==> config.mk <==
export PLATFORM = sky130hd
export DESIGN_NAME = insn_len_decoder
export DESIGN_NICKNAME = d
export VERILOG_FILES = /design/src/rtl/ild_pkg.sv /design/src/rtl/ild_prefix_class.sv /design/src/rtl/ild_opcode_rom.sv /design/src/rtl/ild_modrm_dec.sv /design/src/rtl/insn_len_decoder.sv
export SDC_FILE = /design/constraint.sdc
export NUM_CORES = 1
export LEC_CHECK = 0
export BUFFER_PORTS_ARGS = -buffer_cell sky130_fd_sc_hd__buf_2
export CELL_PAD_IN_SITES_DETAIL_PLACEMENT = 0
export CELL_PAD_IN_SITES_GLOBAL_PLACEMENT = 1
export CORE_ASPECT_RATIO = 0.7
export CORE_UTILIZATION = 40
export CTS_BUF_LIST = sky130_fd_sc_hd__clkbuf_2
export CTS_CLUSTER_DIAMETER = 40
export DETAILED_ROUTE_END_ITERATION = 6
export GPL_TIMING_DRIVEN = 0
export HOLD_SLACK_MARGIN = 0.02
export PLACE_DENSITY = 0.8
export SYNTH_ARGS = -nofsm -noshare
export SYNTH_HDL_FRONTEND = slang
export SYNTH_HIERARCHICAL = 1
export SYNTH_SLANG_ARGS = --single-unit
==> constraint.sdc <==
create_clock -name clk -period 7.5 [get_ports clk]
set_input_delay 0.75 -clock clk [delete_from_list [all_inputs] [get_ports clk]]
set_output_delay 0.75 -clock clk [all_outputs]
set_load 0.05 [all_outputs]
==> src/rtl/ild_pkg.sv <==
// Package: shared types for the instruction length decoder.
// Assumes a 32-bit addressing model only; no 16-bit forms.
package ild_pkg;

    typedef enum logic [2:0] {
        S_LEAD  = 3'd0,   // prefixes or first opcode byte
        S_OPC2  = 3'd1,   // second opcode byte after escape
        S_MODRM = 3'd2,
        S_SIB   = 3'd3,
        S_DISP  = 3'd4,
        S_IMM   = 3'd5,
        S_DONE  = 3'd6
    } ild_state_e;

    typedef enum logic [1:0] {
        IMM_NONE = 2'd0,
        IMM_B1   = 2'd1,
        IMM_B2   = 2'd2,
        IMM_B4   = 2'd3
    } imm_sz_e;

    localparam logic [7:0] ESCAPE_BYTE = 8'h0F;

    // Convert an immediate size code to a byte count.
    function automatic logic [2:0] imm_bytes(input imm_sz_e s);
        case (s)
            IMM_B1:  imm_bytes = 3'd1;
            IMM_B2:  imm_bytes = 3'd2;
            IMM_B4:  imm_bytes = 3'd4;
            default: imm_bytes = 3'd0;
        endcase
    endfunction

endpackage

==> src/rtl/ild_prefix_class.sv <==
// Module: ild_prefix_class
// Flags a byte as one of the recognised prefix values.
// Assumes the caller only consults the flag before the opcode.
module ild_prefix_class #(
    parameter int N_CODES = 11
) (
    input  logic [7:0] byte_in,
    output logic       is_prefix
);
    localparam logic [7:0] CODES [N_CODES] = '{
        8'hF0, 8'hF2, 8'hF3, 8'h2E, 8'h36, 8'h3E,
        8'h26, 8'h64, 8'h65, 8'h66, 8'h67
    };

    logic [N_CODES-1:0] hit;

    // One comparator per prefix code.
    for (genvar i = 0; i < N_CODES; i++) begin : g_cmp
        assign hit[i] = (byte_in == CODES[i]);
    end

    // Any comparator match means prefix.
    always_comb is_prefix = |hit;
endmodule

==> src/rtl/ild_opcode_rom.sv <==
// Module: ild_opcode_rom
// Attribute lookup for a representative opcode subset: whether an
// addressing byte follows and the immediate size. Two maps: the
// one-byte map and the map reached through the 0x0F escape.
// Assumes 32-bit operand size throughout.
module ild_opcode_rom
    import ild_pkg::*;
(
    input  logic       two_byte,
    input  logic [7:0] opc,
    output logic       known,
    output logic       need_modrm,
    output imm_sz_e    imm_sz
);
    // Decode the selected map into attributes.
    always_comb begin
        known      = 1'b1;
        need_modrm = 1'b0;
        imm_sz     = IMM_NONE;
        if (two_byte) begin
            case (opc) inside
                [8'h80:8'h8F]:                     imm_sz = IMM_B4;
                8'hAF, 8'hB6, 8'hB7, 8'hBE, 8'hBF,
                8'h1F:                             need_modrm = 1'b1;
                8'h05:                             ;
                default:                           known = 1'b0;
            endcase
        end else begin
            case (opc) inside
                8'h01, 8'h03, 8'h29, 8'h2B, 8'h31, 8'h33,
                8'h39, 8'h3B, 8'h85, 8'h89, 8'h8B, 8'h8D:
                    need_modrm = 1'b1;
                8'h83, 8'hC6: begin
                    need_modrm = 1'b1;
                    imm_sz     = IMM_B1;
                end
                8'h81, 8'hC7: begin
                    need_modrm = 1'b1;
                    imm_sz     = IMM_B4;
                end
                8'h90, 8'hC3, [8'h50:8'h5F]:   ;
                [8'hB0:8'hB7], [8'h70:8'h7F],
                8'h6A, 8'hEB, 8'h04:           imm_sz = IMM_B1;
                [8'hB8:8'hBF], 8'h68, 8'hE8,
                8'hE9, 8'h05:                  imm_sz = IMM_B4;
                8'hC2:                         imm_sz = IMM_B2;
                default:                       known = 1'b0;
            endcase
        end
    end
endmodule

==> src/rtl/ild_modrm_dec.sv <==
// Module: ild_modrm_dec
// Decodes the addressing byte (or SIB byte) fields into SIB presence
// and displacement size for 32-bit addressing.
// Assumes in the SIB phase fld_mod holds the saved addressing-byte mod
// and fld_low holds the SIB base field.
module ild_modrm_dec (
    input  logic       sib_phase,
    input  logic [1:0] fld_mod,
    input  logic [2:0] fld_low,
    output logic       sib_next,
    output logic [2:0] disp_b
);
    // Map mod and r/m (or base) to follow-on fields.
    always_comb begin
        sib_next = !sib_phase && (fld_mod != 2'b11) && (fld_low == 3'b100);
        case (fld_mod)
            2'b01:   disp_b = 3'd1;
            2'b10:   disp_b = 3'd4;
            2'b00:   disp_b = (fld_low == 3'b101) ? 3'd4 : 3'd0;
            default: disp_b = 3'd0;
        endcase
        // In the addressing phase, SIB decides displacement later.
        if (sib_next) disp_b = 3'd0;
    end
endmodule

==> src/rtl/insn_len_decoder.sv <==
// Module: insn_len_decoder
// Sequential parser that takes one byte per cycle and reports
// the length and part counts of each variable-length instruction
// with a one-cycle done pulse. in_ready drops only in the done cycle.
// Assumes 32-bit addressing and operand size.
module insn_len_decoder
    import ild_pkg::*;
#(
    parameter int MAX_PFX = 4,
    parameter int MAX_FLD = 4
) (
    input  logic       clk,
    input  logic       rst_n,
    input  logic       in_valid,
    input  logic [7:0] in_byte,
    output logic       in_ready,
    output logic       done,
    output logic [$clog2(MAX_PFX+2*MAX_FLD+5)-1:0] len,
    output logic [$clog2(MAX_PFX+2)-1:0]           n_pfx,
    output logic [1:0] n_opc,
    output logic       n_modrm,
    output logic       n_sib,
    output logic [$clog2(MAX_FLD+1)-1:0]           n_disp,
    output logic [$clog2(MAX_FLD+1)-1:0]           n_imm,
    output logic       err_pfx,
    output logic       err_unk
);
    localparam int LEN_W = $clog2(MAX_PFX + 2*MAX_FLD + 5);
    localparam int PFX_W = $clog2(MAX_PFX + 2);
    localparam int FLD_W = $clog2(MAX_FLD + 1);

    ild_state_e state, nxt_state;
    logic [2:0] rem_q, nxt_rem;
    logic [2:0] immb_q, nxt_immb;
    logic [1:0] mod_q;
    logic [LEN_W-1:0] len_q;
    logic [PFX_W-1:0] pfx_q;
    logic [1:0] opc_q;
    logic       modrm_q, sib_q, errp_q, erru_q;
    logic [FLD_W-1:0] disp_q, imm_q;

    logic       accept, is_pfx, known, need_modrm, sib_next;
    logic [2:0] disp_b, opc_immb;
    imm_sz_e    imm_sz;

    ild_prefix_class u_pfx (
        .byte_in   (in_byte),
        .is_prefix (is_pfx)
    );

    ild_opcode_rom u_rom (
        .two_byte   (state == S_OPC2),
        .opc        (in_byte),
        .known      (known),
        .need_modrm (need_modrm),
        .imm_sz     (imm_sz)
    );

    ild_modrm_dec u_mdec (
        .sib_phase (state == S_SIB),
        .fld_mod   ((state == S_SIB) ? mod_q : in_byte[7:6]),
        .fld_low   (in_byte[2:0]),
        .sib_next  (sib_next),
        .disp_b    (disp_b)
    );

    // Handshake: stall only while the result is presented.
    always_comb in_ready = (state != S_DONE);
    always_comb accept   = in_valid && in_ready;
    always_comb opc_immb = imm_bytes(imm_sz);

    // Next state and remaining-field count.
    always_comb begin
        nxt_state = state;
        nxt_rem   = rem_q;
        nxt_immb  = immb_q;
        case (state)
            S_DONE: begin
                nxt_state = S_LEAD;
                nxt_immb  = 3'd0;
            end
            S_LEAD, S_OPC2: begin
                if (accept) begin
                    if (state == S_LEAD && is_pfx) begin
                        if (pfx_q == PFX_W'(MAX_PFX)) nxt_state = S_DONE;
                    end else if (state == S_LEAD && in_byte == ESCAPE_BYTE) begin
                        nxt_state = S_OPC2;
                    end else if (!known) begin
                        nxt_state = S_DONE;
                    end else if (need_modrm) begin
                        nxt_state = S_MODRM;
                        nxt_immb  = opc_immb;
                    end else if (opc_immb != 3'd0) begin
                        nxt_state = S_IMM;
                        nxt_rem   = opc_immb;
                    end else begin
                        nxt_state = S_DONE;
                    end
                end
            end
            S_MODRM, S_SIB: begin
                if (accept) begin
                    if (sib_next) begin
                        nxt_state = S_SIB;
                    end else if (disp_b != 3'd0) begin
                        nxt_state = S_DISP;
                        nxt_rem   = disp_b;
                    end else if (immb_q != 3'd0) begin
                        nxt_state = S_IMM;
                        nxt_rem   = immb_q;
                    end else begin
                        nxt_state = S_DONE;
                    end
                end
            end
            S_DISP: begin
                if (accept) begin
                    if (rem_q == 3'd1) begin
                        if (immb_q != 3'd0) begin
                            nxt_state = S_IMM;
                            nxt_rem   = immb_q;
                        end else begin
                            nxt_state = S_DONE;
                        end
                    end else begin
                        nxt_rem = rem_q - 3'd1;
                    end
                end
            end
            S_IMM: begin
                if (accept) begin
                    if (rem_q == 3'd1) nxt_state = S_DONE;
                    else               nxt_rem   = rem_q - 3'd1;
                end
            end
            default: nxt_state = S_LEAD;
        endcase
    end

    // State, part counters and error flags.
    always_ff @(posedge clk) begin
        if (!rst_n) begin
            state   <= S_LEAD;
            rem_q   <= '0;
            immb_q  <= '0;
            mod_q   <= '0;
            len_q   <= '0;
            pfx_q   <= '0;
            opc_q   <= '0;
            modrm_q <= 1'b0;
            sib_q   <= 1'b0;
            disp_q  <= '0;
            imm_q   <= '0;
            errp_q  <= 1'b0;
            erru_q  <= 1'b0;
        end else begin
            state  <= nxt_state;
            rem_q  <= nxt_rem;
            immb_q <= nxt_immb;
            if (state == S_DONE) begin
                len_q   <= '0;
                pfx_q   <= '0;
                opc_q   <= '0;
                modrm_q <= 1'b0;
                sib_q   <= 1'b0;
                disp_q  <= '0;
                imm_q   <= '0;
                errp_q  <= 1'b0;
                erru_q  <= 1'b0;
            end else if (accept) begin
                len_q <= len_q + LEN_W'(1);
                case (state)
                    S_LEAD: begin
                        if (is_pfx) begin
                            pfx_q <= pfx_q + PFX_W'(1);
                            if (pfx_q == PFX_W'(MAX_PFX)) errp_q <= 1'b1;
                        end else begin
                            opc_q <= 2'd1;
                            if (in_byte != ESCAPE_BYTE && !known) erru_q <= 1'b1;
                        end
                    end
                    S_OPC2: begin
                        opc_q <= 2'd2;
                        if (!known) erru_q <= 1'b1;
                    end
                    S_MODRM: begin
                        modrm_q <= 1'b1;
                        mod_q   <= in_byte[7:6];
                    end
                    S_SIB:   sib_q  <= 1'b1;
                    S_DISP:  disp_q <= disp_q + FLD_W'(1);
                    S_IMM:   imm_q  <= imm_q + FLD_W'(1);
                    default: ;
                endcase
            end
        end
    end

    // Outputs straight from state and counters.
    always_comb begin
        done    = (state == S_DONE);
        len     = len_q;
        n_pfx   = pfx_q;
        n_opc   = opc_q;
        n_modrm = modrm_q;
        n_sib   = sib_q;
        n_disp  = disp_q;
        n_imm   = imm_q;
        err_pfx = errp_q;
        err_unk = erru_q;
    end

    // reported length matches the part counts it was built from.
    a_r9_len_is_sum: assert property (@(posedge clk) disable iff (!rst_n)
        done |-> (32'(len) == 32'(n_pfx) + 32'(n_opc) + 32'(n_modrm)
                 + 32'(n_sib) + 32'(n_disp) + 32'(n_imm)));
    // done is a single-cycle pulse.
    a_r9_one_cycle: assert property (@(posedge clk) disable iff (!rst_n)
        done |=> !done);
    // ready is low while the result is presented.
    a_r9_ready_low: assert property (@(posedge clk) disable iff (!rst_n)
        done |-> !in_ready);
    // SIB never appears without an addressing byte.
    a_r5_sib_needs_modrm: assert property (@(posedge clk) disable iff (!rst_n)
        (done && n_sib) |-> n_modrm);
    // displacement is 0, 1 or 4 bytes.
    a_r6_disp_legal: assert property (@(posedge clk) disable iff (!rst_n)
        done |-> (n_disp == 0 || n_disp == 1 || n_disp == 4));
    // prefix overflow ends at length MAX_PFX+1.
    a_r3_overflow_len: assert property (@(posedge clk) disable iff (!rst_n)
        (done && err_pfx) |-> (32'(len) == MAX_PFX + 1));
    // unknown opcode stops before any operand field.
    a_r8_unk_stops: assert property (@(posedge clk) disable iff (!rst_n)
        (done && err_unk) |-> (!n_modrm && n_disp == 0 && n_imm == 0));
    // an idle cycle leaves the parse unchanged.
    a_r10_idle_hold: assert property (@(posedge clk) disable iff (!rst_n)
        (!in_valid && !done) |=> ($stable(len_q) && $stable(state)));
endmodule

== After elaboration in Yosys (flattened, before gate mapping) ==
Cells that the tools add are included.

* Register bits: 31
* Input bits: 11
* Output and inout bits: 22
* Logic and storage cells: 228

* Add/subtract/negate cells: 5
* $lt $le $gt $ge: 10
* Eq/ne operators: 80
* Muxes and demuxes: 74
* Bitwise logic cells: 2
* Reductions and logical operators: 44

{| class="wikitable"
|+ Operators with widths
! kind !! number
|-
| == test 8 bit (second input constant) || 22
|-
| 2-to-1 mux 3 bit || 33
|-
| == test 8 x 6 -> 1 bit (second input constant) || 10
|-
| == test 8 x 7 -> 1 bit (second input constant) || 6
|-
| != test 2 bit (second input constant) || 17
|-
| 2-to-1 mux 2 bit || 14
|-
| >= comparator 8 bit (second input constant) || 3
|-
| <= comparator 8 bit (second input constant) || 3
|-
| one-hot mux 3 bit (4 select lines) || 2
|-
| 2-to-1 mux 1 bit || 20
|-
| == test 3 bit (second input constant) || 6
|-
| one-hot mux 3 bit (3 select lines) || 2
|-
| == test 8 x 3 -> 1 bit (second input constant) || 2
|-
| >= comparator 8 x 7 -> 1 bit (second input constant) || 2
|-
| <= comparator 8 x 7 -> 1 bit (second input constant) || 2
|-
| AND reduction 12 bit || 1
|-
| OR reduction 12 bit || 1
|-
| logical AND 1 bit || 11
|-
| OR reduction 11 bit || 1
|-
| OR reduction 2 bit || 5
|-
| OR reduction 5 bit || 2
|-
| adder 3 x 1 -> 3 bit (second input constant) || 3
|-
| AND reduction 3 bit || 3
|-
| nonzero test 3 bit || 3
|-
| other kinds (29) || 41
|}

== Depth between registers and ports, before layout ==
* Word-level depth: 20
* Mapped depth: 11
* Mapped depth without buffers: 10

== Hierarchy ==
Netlist, hierarchy kept.

{| class="wikitable"
|+ Modules (own cells, without submodules)
! module !! instances !! cells an instance !! area each (um2) !! sequential area each (um2)
|-
| insn_len_decoder || 1 || 221 || 1,836.8 || 620.6
|-
| ild_opcode_rom || 1 || 58 || 364.1 || 0.0
|-
| ild_modrm_dec || 1 || 10 || 90.1 || 0.0
|-
| ild_prefix_class || 1 || 8 || 55.1 || 0.0
|}

== Worst setup path after synthesis ==
OpenSTA, ideal clock, no wires.

* Path kind: input port to flip-flop
* From: in in_byte[3]
* To: reg state[0]
* Setup time: 66 ps
* Arrival: 2,855 ps
* Required time: 7,434 ps
* Path slack: 4,578 ps
* Cell stages on the path: 11
* Path buffers: 1
* Path through: buf_6 or3_4 a2111oi_2 a311o_2 nor2_1 a32oi_1 nand2b_1 o41ai_1 nand2_1 a31o_1 a21oi_2

* Elaborated cells between the ends (all ways): 109
* Those cells by class: 10 x order compare; 48 x eq/ne; 34 x mux; 17 x reduce/logical

{| class="wikitable"
|+ RTL lines
! what !! line !! source
|-
| from (decl) || insn_len_decoder.sv:15 || <nowiki>input logic [7:0] in_byte,</nowiki>
|-
| >= comparator 8 bit (no line) or <= comparator 8 bit (tied branches) || - ||
|-
| logical AND 1 bit (no line) || - ||
|-
| OR reduction 5 bit || ild_opcode_rom.sv:29 || <nowiki>case (opc) inside</nowiki>
|-
| 2-to-1 mux 1 bit (6 in series) || ild_opcode_rom.sv:29 ||
|-
| 2-to-1 mux 1 bit (*) || ild_opcode_rom.sv:20 || <nowiki>if (two_byte) begin</nowiki>
|-
| net known || insn_len_decoder.sv:42 || <nowiki>logic accept, is_pfx, known, need_modrm, sib_next;</nowiki>
|-
| 2-to-1 mux 3 bit (*) || insn_len_decoder.sv:88 || <nowiki>end else if (!known) begin</nowiki>
|-
| 2-to-1 mux 3 bit (*) || insn_len_decoder.sv:86 || <nowiki>end else if (state == S_LEAD && in_byte == ESCAPE_BYTE) begin</nowiki>
|-
| 2-to-1 mux 3 bit (*) || insn_len_decoder.sv:84 || <nowiki>if (state == S_LEAD && is_pfx) begin</nowiki>
|-
| 2-to-1 mux 3 bit (*) || insn_len_decoder.sv:83 || <nowiki>if (accept) begin</nowiki>
|-
| one-hot mux 3 bit (4 select lines) (*) || insn_len_decoder.sv:77 || <nowiki>case (state)</nowiki>
|-
| to (signal assigned) || insn_len_decoder.sv:157 || <nowiki>state <= nxt_state;</nowiki>
|-
| to (decl) || insn_len_decoder.sv:32 || <nowiki>ild_state_e state, nxt_state;</nowiki>
|}

The timed path passes the listed nets; every way through them passes the cells marked *. The select of a mux whose other input is x is not followed.
A chain may end at the register's enable or synchronous reset.

== Worst setup path in the final report ==
* From: in in_byte[2]
* To: reg rem_q[1]

* Longest elaborated chain between the ends: 19
* Elaborated cells between the ends (all ways): 124
* Those cells by class: 10 x order compare; 55 x eq/ne; 40 x mux; 19 x reduce/logical

{| class="wikitable"
|+ Ends and longest elaborated chain
! what !! line !! source
|-
| >= comparator 8 bit (no line) or <= comparator 8 bit (tied branches) || - ||
|-
| logical AND 1 bit (no line) || - ||
|-
| OR reduction 5 bit || ild_opcode_rom.sv:29 ||
|-
| 2-to-1 mux 2 bit (6 in series) || ild_opcode_rom.sv:29 ||
|-
| 2-to-1 mux 2 bit (*) || ild_opcode_rom.sv:20 ||
|-
| net imm_sz[0] || insn_len_decoder.sv:44 || <nowiki>imm_sz_e imm_sz;</nowiki>
|-
| == test 2 bit or == test 2 x 1 -> 1 bit (tied branches) || ild_pkg.sv:26 || <nowiki>case (s)</nowiki>
|-
| one-hot mux 3 bit (3 select lines) (*) || ild_pkg.sv:26 ||
|-
| 2-to-1 mux 3 bit || insn_len_decoder.sv:93 || <nowiki>end else if (opc_immb != 3'd0) begin</nowiki>
|-
| 2-to-1 mux 3 bit || insn_len_decoder.sv:90 || <nowiki>end else if (need_modrm) begin</nowiki>
|-
| 2-to-1 mux 3 bit || insn_len_decoder.sv:88 ||
|-
| 2-to-1 mux 3 bit || insn_len_decoder.sv:86 ||
|-
| 2-to-1 mux 3 bit || insn_len_decoder.sv:84 ||
|-
| 2-to-1 mux 3 bit || insn_len_decoder.sv:83 ||
|-
| one-hot mux 3 bit (4 select lines) || insn_len_decoder.sv:77 ||
|-
| to (signal assigned) || insn_len_decoder.sv:158 || <nowiki>rem_q <= nxt_rem;</nowiki>
|-
| to (decl) || insn_len_decoder.sv:33 || <nowiki>logic [2:0] rem_q, nxt_rem;</nowiki>
|}

Marked as above.

==> results.py <==
metrics = {
    "run_status": {
        "outcome": "complete, no violations",
    },
    "finish": {
        "post-route-util_pct": 49.3,
        "multi_input_area_um2": 1580,
        "area.sequential_um2": 621,
        "drive_gt1_share_pct": 20.5,
        "fillers": 575,
        "insertedDiodeCount": 0,
        "stdcell_count": 409,
        "nNetsFinal": 354,
        "synthToLayoutAreaGrowth_pct": 14.5,
    },
    "sta": {
        "setup_tns_ns": 0,
        "slew_headroom_pct": 52.2,
        "holdWs_ns": 0.498,
        "hold_violations": 0,
        "rsz0062_at_grt": "no",
        "max_freq_ghz": 0.302,
        "setup_viol": 0,
        "tightest_slew_ns": 0.709,
        "skew_ns": 0.0263,
        "finalCritPeriodShare_pct": 44.2,
        "drv_slew": 0,
        "min_period_ns": 3.31,
    },
    "detailed_routing": {
        "drtIter0Drc": 239,
        "drc": 0,
        "vias": 2303,
        "viasPerCell": 5.63,
        "wirelength_um": 5980,
        "routedWlPerCell_um": 14.6,
        "first_pass_iters": 4,
        "ant_nets": 0,
    },
    "logic_synthesis": {
        "syn_area_um2": 2350,
        "ys.warnings.count": 6,
        "synth_flop_cell": "dfxtp_1",
        "synthDistinctLibCells": 61,
        "synth-edff-count": 0,
        "syn_inst": 297,
        "avgSynthCellArea_um2": 7.90,
        "ys_ff_latch": 31,
        "async_reset_ff_share_pct": 0,
        "syn_nets": 315,
        "ys_seq_area_share_pct": 26.5,
    },
    "worst_hold_path": {
        "worstHoldPathType": "reg -> reg",
    },
    "global_route": {
        "antenna_found_initial": 0,
        "grt_max_degree": 16,
        "grt_pass1_vias": 2016,
        "grt_pass1_wl_um": 10000,
        "grt_usage_pct": 21.0,
        "overflow": 0,
    },
    "clocking": {
        "cts_root_buffer": "clkbuf_2",
        "numCtsBuffers": 5,
        "post_cts_resized": 0,
        "clkLatencyLatePin_ns": 0.40,
        "cts_setup_buffers": 0,
        "path_clk_slew_ns": 0.19,
        "htree_levels": 2,
        "cts_tree": "built",
        "clockBufferDepth": 2,
        "cts.sinks": 31,
        "ctsHoldBuffers": 0,
    },
    "critical_path": {
        "end_kind": "flip-flop",
        "cp-start-kind": "input pin",
        "path_max_fanout": 10,
        "cp.arrival_ns": 3.63,
        "crit_required_ns": 7.81,
        "critical_path_class": "in -> reg",
    },
    "floorplan": {
        "num_rows": 22,
        "core_um2": 5450,
        "die_height_um": 66.1,
        "pin_count": 33,
        "initial_core_util_pct": 43.0,
        "dieArea_um2": 6180,
        "die_w_um": 93.5,
    },
    "placement": {
        "place_inst": 401,
        "hpwl_um": 4550,
        "gp_congestion": 0.997,
        "numPortBuffers": 32,
    },
    "power_and_ir_drop": {
        "power_uw": 575,
        "leakagePower_uw": 0.00113,
        "irDropWorstVdd_uv": 109,
        "power.density_nw_per_um2": 214,
    },
    "run": {
        "drv_cap": 0,
    },
}
## worst max-delay path, cell delays in order
cell and delay, ns:
buf_2 0.15, clkbuf_1 0.38, nor4b_1 0.40, nand4b_1 0.20
nand3_1 0.16, nor4_1 0.07, o21ai_0 0.59, nor2_1 0.17
nor3_1 0.23, o221ai_2 0.21, o21ai_0 0.23, a21oi_1 0.09
## routing by layer
layer	global-route usage, %	share of wire (%)	vias up
li1	-	-	1156
met1	31.8	53	1051
met2	27.5	37	92
met3	7.59	9.8	4
met4	4.04	0.55	0
met5	0	0	-
## synth_stat cells, drive strengths merged, types with 5 or more instances
master	number	share of area, %
a21oi	14	3.1
a31oi	5	1.3
buf	12	3.7
dfxtp	31	26
ha	7	3.7
inv	11	1.8
mux2i	10	4.3
nand2	31	5.0
nand2b	10	3.0
nand3	10	2.1
nand3b	5	1.6
nand4	5	1.3
nand4b	5	1.9
nor2	36	5.9
nor2b	8	2.1
nor3	7	1.5
nor3b	8	3.0
o21ai	13	2.8
xor2	7	2.6
## path summary, 6_finish.rpt
kind	from	slack, ns	cells after the start	endpoint
setup / recovery	in_byte[2]	4.19	12	rem_q[1]
hold / removal	n_modrm	0.50	2	n_modrm
setup reg to reg	state[1]	4.59	10	rem_q[1]
hold reg to reg	n_modrm	0.50	2	n_modrm
## layout make-up
type / count / share of cell area, %
buffer: 16 / 3.77
clock buffer: 6 / 1.12
clock inverter: 2 / 2.24
inverter: 11 / 1.54
multi-input combinational: 239 / 58.9
sequential: 31 / 23.1
tap: 72 / 3.35
timing repair buffer: 32 / 5.96
## cells in the final DEF, fill, tap and decap left out, types with 3 or more instances in the layout
master / n
xnor2_1: 3
nand3b_1: 5
o21ai_0: 13
o211ai_1: 3
nand2_1: 31
inv_1: 10
clkbuf_1: 4
nand2b_1: 9
and2_1: 4
mux2i_1: 10
a21oi_1: 13
and3_1: 4
ha_1: 7
buf_6: 3
buf_2: 38
nand4_1: 5
dfxtp_1: 31
a31oi_1: 5
nand3_1: 10
nor3_1: 7
nor2_1: 35
clkbuf_2: 6
nor4bb_1: 4
nor2b_1: 8
nor3b_1: 6
nand4b_1: 5
xor2_1: 7
buf_4: 3
## where the power goes
| group | switching [µW] | total, µW | internal, µW |
|---|---|---|---|
| Clock | 65.8 | 157 | 91.3 |
| Sequential | 11.6 | 190 | 178 |
| Combinational | 145 | 228 | 83.0 |
## flip-flops by register name, summed over array words and instances (netlist names)
register and flops:
immb_q 3, len 5, n_disp 3, n_pfx 3, state 3, n_imm 3
err_pfx 1, err_unk 1, n_opc 2, n_modrm 1, n_sib 1, mod_q 2
rem_q 3
## stage by stage
step / setup slack (ns) / instance area [µm²]
final: 4.19 / 2690
after global routing: 3.84 / 2690
after CTS: 4.29 / 2690
after detailed placement: 3.83 / 2600
after global placement: 3.85 / 2600
after floorplan: 4.58 / 2350
## kinds of logic (layout without fill, tap and decap cells)
group                      after synthesis  count (layout)  synth area share (%)
and+or+nand+nor                        146             146                  34.3
xor gates and xnor gates                10              10                  3.73
DFF                                     31              31                  26.5
AOI/OAI and AO/OA                       63              63                  20.3
adders and majority gates                7               7                  3.73
buffers and inverters                   27              67                  6.08
other                                    1               1                 0.160
muxes                                   12              12                  5.23
Power figures use the tool's default switching activity.
